==> src/rtl/mxs_pkg.sv <==
package mxs_pkg;
  localparam int unsigned GRID_DIM = 8;
  localparam int unsigned IDX_W    = $clog2(GRID_DIM);
  localparam int unsigned CELLS    = GRID_DIM * GRID_DIM;
  localparam int unsigned POS_W    = $clog2(CELLS);

  typedef logic [POS_W-1:0]    cell_pos_t;
  typedef logic [IDX_W-1:0]    axis_idx_t;
  typedef logic [GRID_DIM-1:0] lane_t;

  typedef struct packed {
    lane_t row_n;
    lane_t col;
  } drive_t;

  localparam drive_t DRIVE_IDLE = '{row_n: '1, col: '0};
endpackage

==> src/rtl/mxs_rst_sync.sv <==
module mxs_rst_sync #(
  parameter int unsigned STAGES = 2
) (
  input  logic clk,
  input  logic rst_n,
  output logic rst_sync_n
);
  logic [STAGES-1:0] stage_q;
  logic [STAGES-1:0] stage_d;

  generate
    if (STAGES == 1) begin : g_single
      always_comb stage_d = 1'b1;
    end else begin : g_chain
      always_comb stage_d = {stage_q[STAGES-2:0], 1'b1};
    end
  endgenerate

  always_ff @(posedge clk or negedge rst_n) begin
    if (!rst_n) stage_q <= '0;
    else        stage_q <= stage_d;
  end

  assign rst_sync_n = stage_q[STAGES-1];
endmodule

==> src/rtl/mxs_prescaler.sv <==
module mxs_prescaler #(
  parameter int unsigned WIDTH = 14
) (
  input  logic clk,
  input  logic rst_n,
  output logic wrap
);
  logic [WIDTH-1:0] cnt_q;
  logic [WIDTH-1:0] cnt_d;

  always_comb cnt_d = cnt_q + WIDTH'(1);

  always_ff @(posedge clk or negedge rst_n) begin
    if (!rst_n) cnt_q <= '0;
    else        cnt_q <= cnt_d;
  end

  assign wrap = (cnt_q == '1);
endmodule

==> src/rtl/mxs_scan_ctr.sv <==
module mxs_scan_ctr
  import mxs_pkg::*;
(
  input  logic      clk,
  input  logic      rst_n,
  input  logic      adv,
  output cell_pos_t pos
);
  cell_pos_t pos_q;
  cell_pos_t pos_d;

  always_comb begin
    pos_d = pos_q;
    if (adv) pos_d = pos_q + cell_pos_t'(1);
  end

  always_ff @(posedge clk or negedge rst_n) begin
    if (!rst_n) pos_q <= '0;
    else        pos_q <= pos_d;
  end

  assign pos = pos_q;

  // without a prescaler wrap the cell position holds
  p_hold_between_wraps_r4: assert property (@(posedge clk) disable iff (!rst_n)
    !adv |=> $stable(pos_q));

  // a wrap moves exactly one cell, 63 rolling over to 0
  p_step_on_wrap_r5: assert property (@(posedge clk) disable iff (!rst_n)
    adv |=> (pos_q == cell_pos_t'($past(pos_q) + 1'b1)));
endmodule

==> src/rtl/mxs_cell_drive.sv <==
module mxs_cell_drive
  import mxs_pkg::*;
(
  input  logic             clk,
  input  logic             rst_n,
  input  cell_pos_t        pos,
  input  logic [CELLS-1:0] frame,
  output lane_t            row_n,
  output lane_t            col
);
  axis_idx_t major;
  axis_idx_t minor;
  logic      lit;
  lane_t     row_nx;
  lane_t     col_nx;
  drive_t    drv_d;
  drive_t    drv_q;

  // both axes and the picture bit are taken from one position value
  assign major = pos[POS_W-1:IDX_W];
  assign minor = pos[IDX_W-1:0];
  assign lit   = frame[pos];

  generate
    for (genvar g = 0; g < GRID_DIM; g++) begin : g_lane
      localparam axis_idx_t SEL = axis_idx_t'(GRID_DIM - 1 - g);
      assign row_nx[g] = (minor != SEL);
      assign col_nx[g] = lit & (major == SEL);
    end
  endgenerate

  always_comb drv_d = '{row_n: row_nx, col: col_nx};

  always_ff @(posedge clk or negedge rst_n) begin
    if (!rst_n) drv_q <= DRIVE_IDLE;
    else        drv_q <= drv_d;
  end

  assign row_n = drv_q.row_n;
  assign col   = drv_q.col;

  // never more than one row line pulled low
  p_row_single_r2: assert property (@(posedge clk) disable iff (!rst_n)
    $countones(~drv_q.row_n) <= 1);

  // never more than one column line driven high
  p_col_single_r3: assert property (@(posedge clk) disable iff (!rst_n)
    $onehot0(drv_q.col));
endmodule

==> src/rtl/led_matrix_scanner.sv <==
module led_matrix_scanner
  import mxs_pkg::*;
#(
  parameter int unsigned PRESCALE_W = 14
) (
  input  logic        clk,
  input  logic        rst_n,
  input  logic [63:0] frame,
  output logic [7:0]  row_n,
  output logic [7:0]  col
);
  logic      srst_n;
  logic      slot_wrap;
  cell_pos_t scan_pos;

  mxs_rst_sync #(.STAGES(2)) u_rst (
    .clk        (clk),
    .rst_n      (rst_n),
    .rst_sync_n (srst_n)
  );

  mxs_prescaler #(.WIDTH(PRESCALE_W)) u_pre (
    .clk   (clk),
    .rst_n (srst_n),
    .wrap  (slot_wrap)
  );

  mxs_scan_ctr u_pos (
    .clk   (clk),
    .rst_n (srst_n),
    .adv   (slot_wrap),
    .pos   (scan_pos)
  );

  mxs_cell_drive u_drv (
    .clk   (clk),
    .rst_n (srst_n),
    .pos   (scan_pos),
    .frame (frame),
    .row_n (row_n),
    .col   (col)
  );

  // one edge after any cycle in reset, both buses sit idle
  p_reset_idle_r1: assert property (@(posedge clk)
    !srst_n |=> (row_n == 8'hFF && col == 8'h00));
endmodule

==> config.mk <==
export PLATFORM = sky130hd
export DESIGN_NAME = led_matrix_scanner
export DESIGN_NICKNAME = d
export VERILOG_FILES = /design/src/rtl/mxs_pkg.sv /design/src/rtl/mxs_rst_sync.sv /design/src/rtl/mxs_prescaler.sv /design/src/rtl/mxs_scan_ctr.sv /design/src/rtl/mxs_cell_drive.sv /design/src/rtl/led_matrix_scanner.sv
export SDC_FILE = /design/constraint.sdc
export NUM_CORES = 1
export LEC_CHECK = 0
export CAP_MARGIN = 25
export CORE_MARGIN = 1
export CORE_UTILIZATION = 55
export CTS_CLUSTER_SIZE = 28
export DETAILED_ROUTE_END_ITERATION = 8
export DONT_BUFFER_PORTS = 1
export PLACE_DENSITY = 0.76
export RECOVER_POWER = 100
export SYNTH_ARGS = -nofsm -noshare
export SYNTH_HDL_FRONTEND = slang
export SYNTH_HIERARCHICAL = 1
export SYNTH_SLANG_ARGS = --single-unit
==> constraint.sdc <==
create_clock -name clk -period 1.09 [get_ports clk]
set_input_delay 0.218 -clock clk [delete_from_list [all_inputs] [get_ports clk]]
set_output_delay 0.218 -clock clk [all_outputs]
set_load 0.05 [all_outputs]
==> flow_summary.toml, run 1 <==
[grt]
grt_max_degree = 22
grt-ovfl-total = 0
grt_first_pass_wirelength_mm = 8.26
first_global_vias = 1642
global_route_total_usage_across_every_layer_pct = 27.6
antenna_violations_before_repair = 0

[drt]
drt.antenna.violating_nets = 0
via_density_per_instance = 6.07
remaining_drc_errors = 0
routed_wire_length_mm = 5.96
wl_per_cell_um = 21.2
detailedRoute.firstIterationViolations = 198
detailedRoute.firstPassIterationCount = 4
vias = 1706

[layout]
layout-drive-gt1-share_pct = 51.5
synthToLayoutAreaGrowth_pct = 41.8
final_core_util_pct = 84.4
finish.net_count = 302
fin_cells = 281
antenna_cells_inserted = 0

[sta]
min_period_over_period_pct = 172
slew_viol_final = 0
fmax_mhz = 534
period_minus_ws_final_ns = 1.87
worst_slew_pin_slew_ns = 0.731
finalHoldViolations = 0
grt_setup_unrepaired = "true"
setup_viol_count_final = 36
worst_slew_margin_rel_pct = 51.3
hold-worst-slack_ns = 0.136
postLayoutSetupSlackWorst_ns = -0.781
worst_clock_skew_ns = 0.00805
totalNegativeSetupSlack_ns = -10.67

[clock_tree]
clock-sinks = 38
cts_max_level = 2
cts_tree = "built"
cts_buffers = 5
worstSkewPairLatency_ns = 0.30
cts-root-to-sink-buffers = 2
cts_root_buf = "clkbuf_8"
cts.reportedPaths.clkPinSlew_ns = 0.08

[critical_path]
timing.critical_path.cells = "buf_6, nor2b_2, and3_1, o32ai_1, nand4_1, and3_1"
cp-start-kind = "register"
timing.critical_path.from = "u_pos/pos[0]$_DFFE_PN0P_"
critical_path.max_fanout = 15
worst_r2r_startpoint = "u_pos/pos[0]$_DFFE_PN0P_"
cp_data_arrival_time_ns = 2.07
critPathTopFamily = "simple AND/OR/NAND/NOR gates"
worst_path_max_delay_cell = "dfrtp_1"
timing.critical_path.slowest_cell_delay_ns = 0.42
critPathCaptureType = "register"
required_ns = 1.29
criticalPathCategory = "register to register"
cp_common_cell = "and3_1"
crit_buf_inv = 1

[outcome]
outcome = "finished, violations left"
failing_checks = "negative setup slack"

[placed_design]
gp_routability_congestion = 0.863
dp.cells = 263
port_buffers = 0
place_hpwl_mm = 3.70

[power]
total_switching_power_uw = 577
power.ir.vdd_worst_uv = 752
power.share.switching_pct = 22.6
intPower_uw = 1980
seqPwrFrac_pct = 56.0
power_frac_comb_pct = 3.7
p_clk_share_pct = 40.4
post-layout-total-power_uw = 2550
power_density_mw_per_mm2 = 879
power_leakage_uw = 0.00136

[yosys]
synth_fp_nets = 236
ys_types = 39
ys_seq_area_share_pct = 46.9
postSynthCellCount = 168
yosys_warnings = 6
synth-edff-count = 0
most_used_flip_flop_cell_after_synthesis = "dfrtp_1"
mappedNetlistArea_mm2 = 0.00205
ys_async_sr_fraction_pct = 100
yosys_register_bits = 38
synth_area_per_cell_um2 = 12.2

[flow_run]
cap_viol_max_count = 0

[floorplanning]
chipWidth_um = 63.0
fp.dieArea_mm2 = 0.00397
fp.dieH_um = 63.0
io_pins = 82
rows = 21
initial_core_util_pct = 59.5
core-area_mm2 = 0.00344

[hold_path]
holdCritPathClass = "input pin to asynchronous set/reset pin"
## worst paths after layout
| path | end | depth (start not counted) | slack [ns] |
|---|---|---|---|
| setup / recovery | u_drv/col[1]$_DFF_PN0_ | 6 | -0.78 |
| hold reg to reg | u_pre/cnt_q[4]$_DFF_PN0_ | 0 | 0.31 |
| hold / removal | u_rst/stage_q[1]$_DFF_PN0_ | 1 | 0.14 |
| min in group clk | u_rst/stage_q[1]$_DFF_PN0_ | 0 | 0.36 |
| setup reg to reg | u_drv/col[1]$_DFF_PN0_ | 6 | -0.78 |
| max in group asynchronous | u_drv/col[6]$_DFF_PN0_ | 1 | 0.16 |
## cells by family after synthesis
kind of cell	after synthesis	synth area share (%)
and+or+nand+nor	67	18.8
buffers and inverters	12	3.66
xor gates and xnor gates	17	7.26
AOI/OAI and AO/OA	12	4.03
DFF	38	46.9
muxes	19	17.9
other	1	0.183
adders and majority gates	2	1.22
## flip-flops by register name (all words and copies together) (netlist names)
signal         count
u_drv/col          8
u_drv/row_n        8
u_pre/cnt_q       14
u_rst/stage_q      2
u_pos/pos          6
## placed cells by master (no fill, tap or decap), types with 4 or more instances in the layout
cell type,n
inv_1,4
a21oi_1,4
nand3_1,9
clkbuf_8,6
nor2_1,4
and3_1,4
nand4_1,4
buf_4,42
dfrtp_1,30
mux4_2,9
xnor2_2,4
buf_6,22
xnor2_1,6
dfstp_2,8
xor2_1,7
nor2_2,4
nand2_1,12
## metal layers
metal  part of all wire [%]  GRT usage (%)
met5                      0              0
met4                    4.9           9.01
met3                    7.7           8.39
met2                     48           42.2
met1                     40           37.5
## power groups by stage
stage | Sequential (uW) | Clock (uW) | Combinational [uW]
floorplan | 1470 | 0 | 50.6
global route | 1430 | 1100 | 100
detailed placement | 1460 | 0 | 88.2
finish | 1430 | 1030 | 93.7
global placement | 1460 | 0 | 85.8
CTS | 1430 | 1030 | 93.7
## through the flow
| stage | area, um2 | setup slack [ns] |
|---|---|---|
| floorplan | 2070 | -0.577 |
| global placement | 2520 | -0.584 |
| detailed placement | 2520 | -0.723 |
| CTS | 2750 | -0.728 |
| global route | 2910 | -0.845 |
| finish | 2910 | -0.781 |
## cell type report
type / count / area, um2
tap: 46 / 57.6
clock buffer: 7 / 86.3
timing repair buffer: 67 / 597
sequential: 38 / 961
multi-input combinational: 118 / 1180
fill: 164 / 537
inverter: 4 / 15.0
clock inverter: 1 / 5.00
## Yosys cell counts, types with 6 or more instances
master,instances,area (um2)
dfrtp_1,30,751
mux4_1,6,158
xor2_1,7,61.3
nand3_1,12,60.1
dfstp_2,8,210
nor2_1,7,26.3
and3_1,6,37.5
mux4_2,6,135
nand2_1,13,48.8
xnor2_1,10,87.6
## worst reg2reg max path, stage by stage (launching register included)
cell     delay (ns)
dfrtp_1        0.42
buf_6          0.18
nor2b_2        0.18
and3_1         0.16
o32ai_1        0.28
nand4_1        0.28
and3_1         0.27
## timing repair
item,4_1_cts,5_1_grt
hold buffers,1,0
gates resized for setup,23,28
hold endpoints to repair,2,0
setup buffers,2,12
pin swaps,15,21
setup endpoints to repair,34,39
Power figures use the tool's default switching activity.
==> run 2: changes to the inputs <==
--- a/config.mk
+++ b/config.mk
@@ -5,15 +5,17 @@
 export SDC_FILE = /design/constraint.sdc
 export NUM_CORES = 1
 export LEC_CHECK = 0
+export BUFFER_PORTS_ARGS = -buffer_cell sky130_fd_sc_hd__buf_2
 export CAP_MARGIN = 25
 export CORE_MARGIN = 1
-export CORE_UTILIZATION = 55
+export CORE_UTILIZATION = 45
+export CTS_BUF_LIST = sky130_fd_sc_hd__clkbuf_8
 export CTS_CLUSTER_SIZE = 28
 export DETAILED_ROUTE_END_ITERATION = 8
-export DONT_BUFFER_PORTS = 1
-export PLACE_DENSITY = 0.76
+export PLACE_DENSITY = 0.81
 export RECOVER_POWER = 100
 export SYNTH_ARGS = -nofsm -noshare
 export SYNTH_HDL_FRONTEND = slang
 export SYNTH_HIERARCHICAL = 1
 export SYNTH_SLANG_ARGS = --single-unit
+export TNS_END_PERCENT = 50
==> run 2 against run 1 <==
  * The run still ends with negative setup slack left
  * Sequential share of layout area is 4.8 points lower
  * Final cell count grew 28%
  * Critical path type unchanged
  * Critical endpoint unchanged
  * Clock-buffer cell count is 1 lower
==> flow_summary.toml, run 2 (synthesis gave the netlist of run 1 again) <==
[placed_design]
port_buffers = 81
gp_routability_congestion = 0.877
pre_cts_ws_ns = -0.775
place_hpwl_mm = 3.93
dp.cells = 341
dpl-instance-area_mm2 = 0.00286

[clock_tree]
worstSkewPairLatency_ns = 0.30
cts_root_buf = "clkbuf_8"
cts-root-to-sink-buffers = 2
clock-sinks = 38
cts_buffers = 5
cts_tree = "built"
cts_max_level = 2
cts.reportedPaths.clkPinSlew_ns = 0.08

[layout]
layout.filler_cells = 237
antenna_cells_inserted = 0
leading_cell_type_in_the_layout_fill_and_taps_excluded = "buf_2"
layout.cell_area.non_filler_mm2 = 0.00341
finish.net_count = 374
max_flop_register = "u_pre/cnt_q"
layout.area.seq_um2 = 962
synthToLayoutAreaGrowth_pct = 66.2
fin_cells = 359
multiInputGateArea_mm2 = 0.00119
largest_reg_flops = 14
commonest_cells_after_routing_fill_and_taps_aside = "64 x buf_2, 38 x buf_4, 29 x dfrtp_1, 27 x buf_6, 12 x nand3_1"
layout-drive-gt1-share_pct = 64.8

[floorplanning]
io_pins = 82
fp.dieH_um = 69.5
chipWidth_um = 69.5
fp.dieArea_mm2 = 0.00483
initial_core_util_pct = 47.1
core-area_mm2 = 0.00435
rows = 24

[drt]
detailroute.wirelength.met2_mm = 3.25
detailedRoute.firstIterationViolations = 119
wl_per_cell_um = 17.1
drt.antenna.violating_nets = 0
wl_met1_mm = 2.41
via_density_per_instance = 5.48
vias = 1966
routed_wire_length_mm = 6.14
detailedRoute.firstPassIterationCount = 4
remaining_drc_errors = 0
wl_met3_um = 340
top_signal_layer_used = "met4"

[critical_path]
worst_r2r_endpoint = "u_drv/col[1]$_DFF_PN0_"
timing.critical_path.from = "u_pos/pos[0]$_DFFE_PN0P_"
critPathCaptureType = "register"
required_ns = 1.28
crit_end = "u_drv/col[1]$_DFF_PN0_"
critical_path.max_fanout = 7
ff2ff_path_depth = 5
criticalPathCategory = "register to register"
worst_r2r_startpoint = "u_pos/pos[0]$_DFFE_PN0P_"
cp_data_arrival_time_ns = 1.99
worst-r2r-setup-slack_ns = -0.71
cp-start-kind = "register"

[sta]
worst_slew_margin_rel_pct = 54.6
totalNegativeSetupSlack_ns = -9.86
postLayoutSetupSlackWorst_ns = -0.705
grt_setup_unrepaired = "true"
slew_viol_final = 0
setup_viol_count_final = 36
fmax_mhz = 557
worst_slew_pin_slew_ns = 0.681
worst_clock_skew_ns = 0.0111
period_minus_ws_final_ns = 1.80
finalHoldViolations = 0
min_period_over_period_pct = 165

[grt]
global_route_total_usage_across_every_layer_pct = 25.5
grt_max_degree = 20
antenna_violations_before_repair = 0
first_global_vias = 1989
grt_first_pass_wirelength_mm = 9.46
grt-ovfl-total = 0

[outcome]
failing_checks = "negative setup slack"
outcome = "finished, violations left"

[flow_run]
cap_viol_max_count = 0

[power]
power_leakage_uw = 0.00170
power.ir.vdd_worst_uv = 821
power_density_mw_per_mm2 = 923
post-layout-total-power_uw = 3140

[hold_path]
holdCritPathClass = "input pin to asynchronous set/reset pin"
[run 2: cell count changes in the layout (fill, tap and decap cells not counted), moves of 3 or more]
cell,change
buf_8,+4
buf_6,+5
buf_2,+64
nand2_4,+3
nand2_1,-4
buf_4,-4
nand3_1,+3
[run 2: cell type report]
| type | count | share of cell area, % |
|---|---|---|
| clock buffer | 6 | 2.42 |
| clock inverter | 2 | 1.76 |
| inverter | 4 | 0.441 |
| multi-input combinational | 118 | 34.9 |
| sequential | 38 | 28.3 |
| tap | 52 | 1.91 |
| timing repair buffer | 139 | 30.3 |
[run 2: routing by layer]
metal,vias up,GRT usage (%)
met2,92,44.1
met4,0,9.30
met1,966,31.5
met5,-,0
li1,894,-
met3,14,5.09
[run 2: worst min-delay path by stage]
| stage | from | slack [ns] | to | cells past startpoint |
|---|---|---|---|---|
| global placement | rst_n | 0.003 | u_rst/stage_q[0]$_DFF_PN0_ | 1 |
| detailed placement | rst_n | 0.007 | u_rst/stage_q[0]$_DFF_PN0_ | 1 |
| CTS | u_rst/stage_q[1]$_DFF_PN0_ | 0.20 | u_pre/cnt_q[5]$_DFF_PN0_ | 0 |
| floorplan | rst_n | -0.08 | u_rst/stage_q[0]$_DFF_PN0_ | 0 |
| finish | rst_n | 0.25 | u_rst/stage_q[1]$_DFF_PN0_ | 2 |
| global route | rst_n | 0.26 | u_rst/stage_q[1]$_DFF_PN0_ | 2 |
[run 2: per-stage QoR]
| stage | util [%] | hold slack (ns) |
|---|---|---|
| 2_1_floorplan | - | -0.0776 |
| 3_3_place_gp | 65.7 | 0.00348 |
| 3_5_place_dp | 65.7 | 0.00706 |
| 4_1_cts | 75.8 | 0.203 |
| 5_1_grt | 78.2 | 0.257 |
| 6_report | 78.2 | 0.249 |
[run 2: power breakdown]
part	switching (uW)	internal, uW	total, uW
clock network	523	976	1500
logic	83.5	133	216
registers	13.2	1420	1430
total	620	2520	3140
[run 2: worst max-delay path: stages (launching register included)]
cell and delay [ns]:
dfrtp_2 0.49, buf_6 0.13, mux4_2 0.50, o32ai_2 0.10, nand4_1 0.23, and3_1 0.23
[run 2: what timing repair did]
item                                   4_1_cts  5_1_grt
setup endpoints to repair                   44       42
endpoints found under the hold margin        2        0
pin swaps                                   19       11
gates resized for setup                     69       22
hold buffers                                 1        0
buffers inserted                             6        6
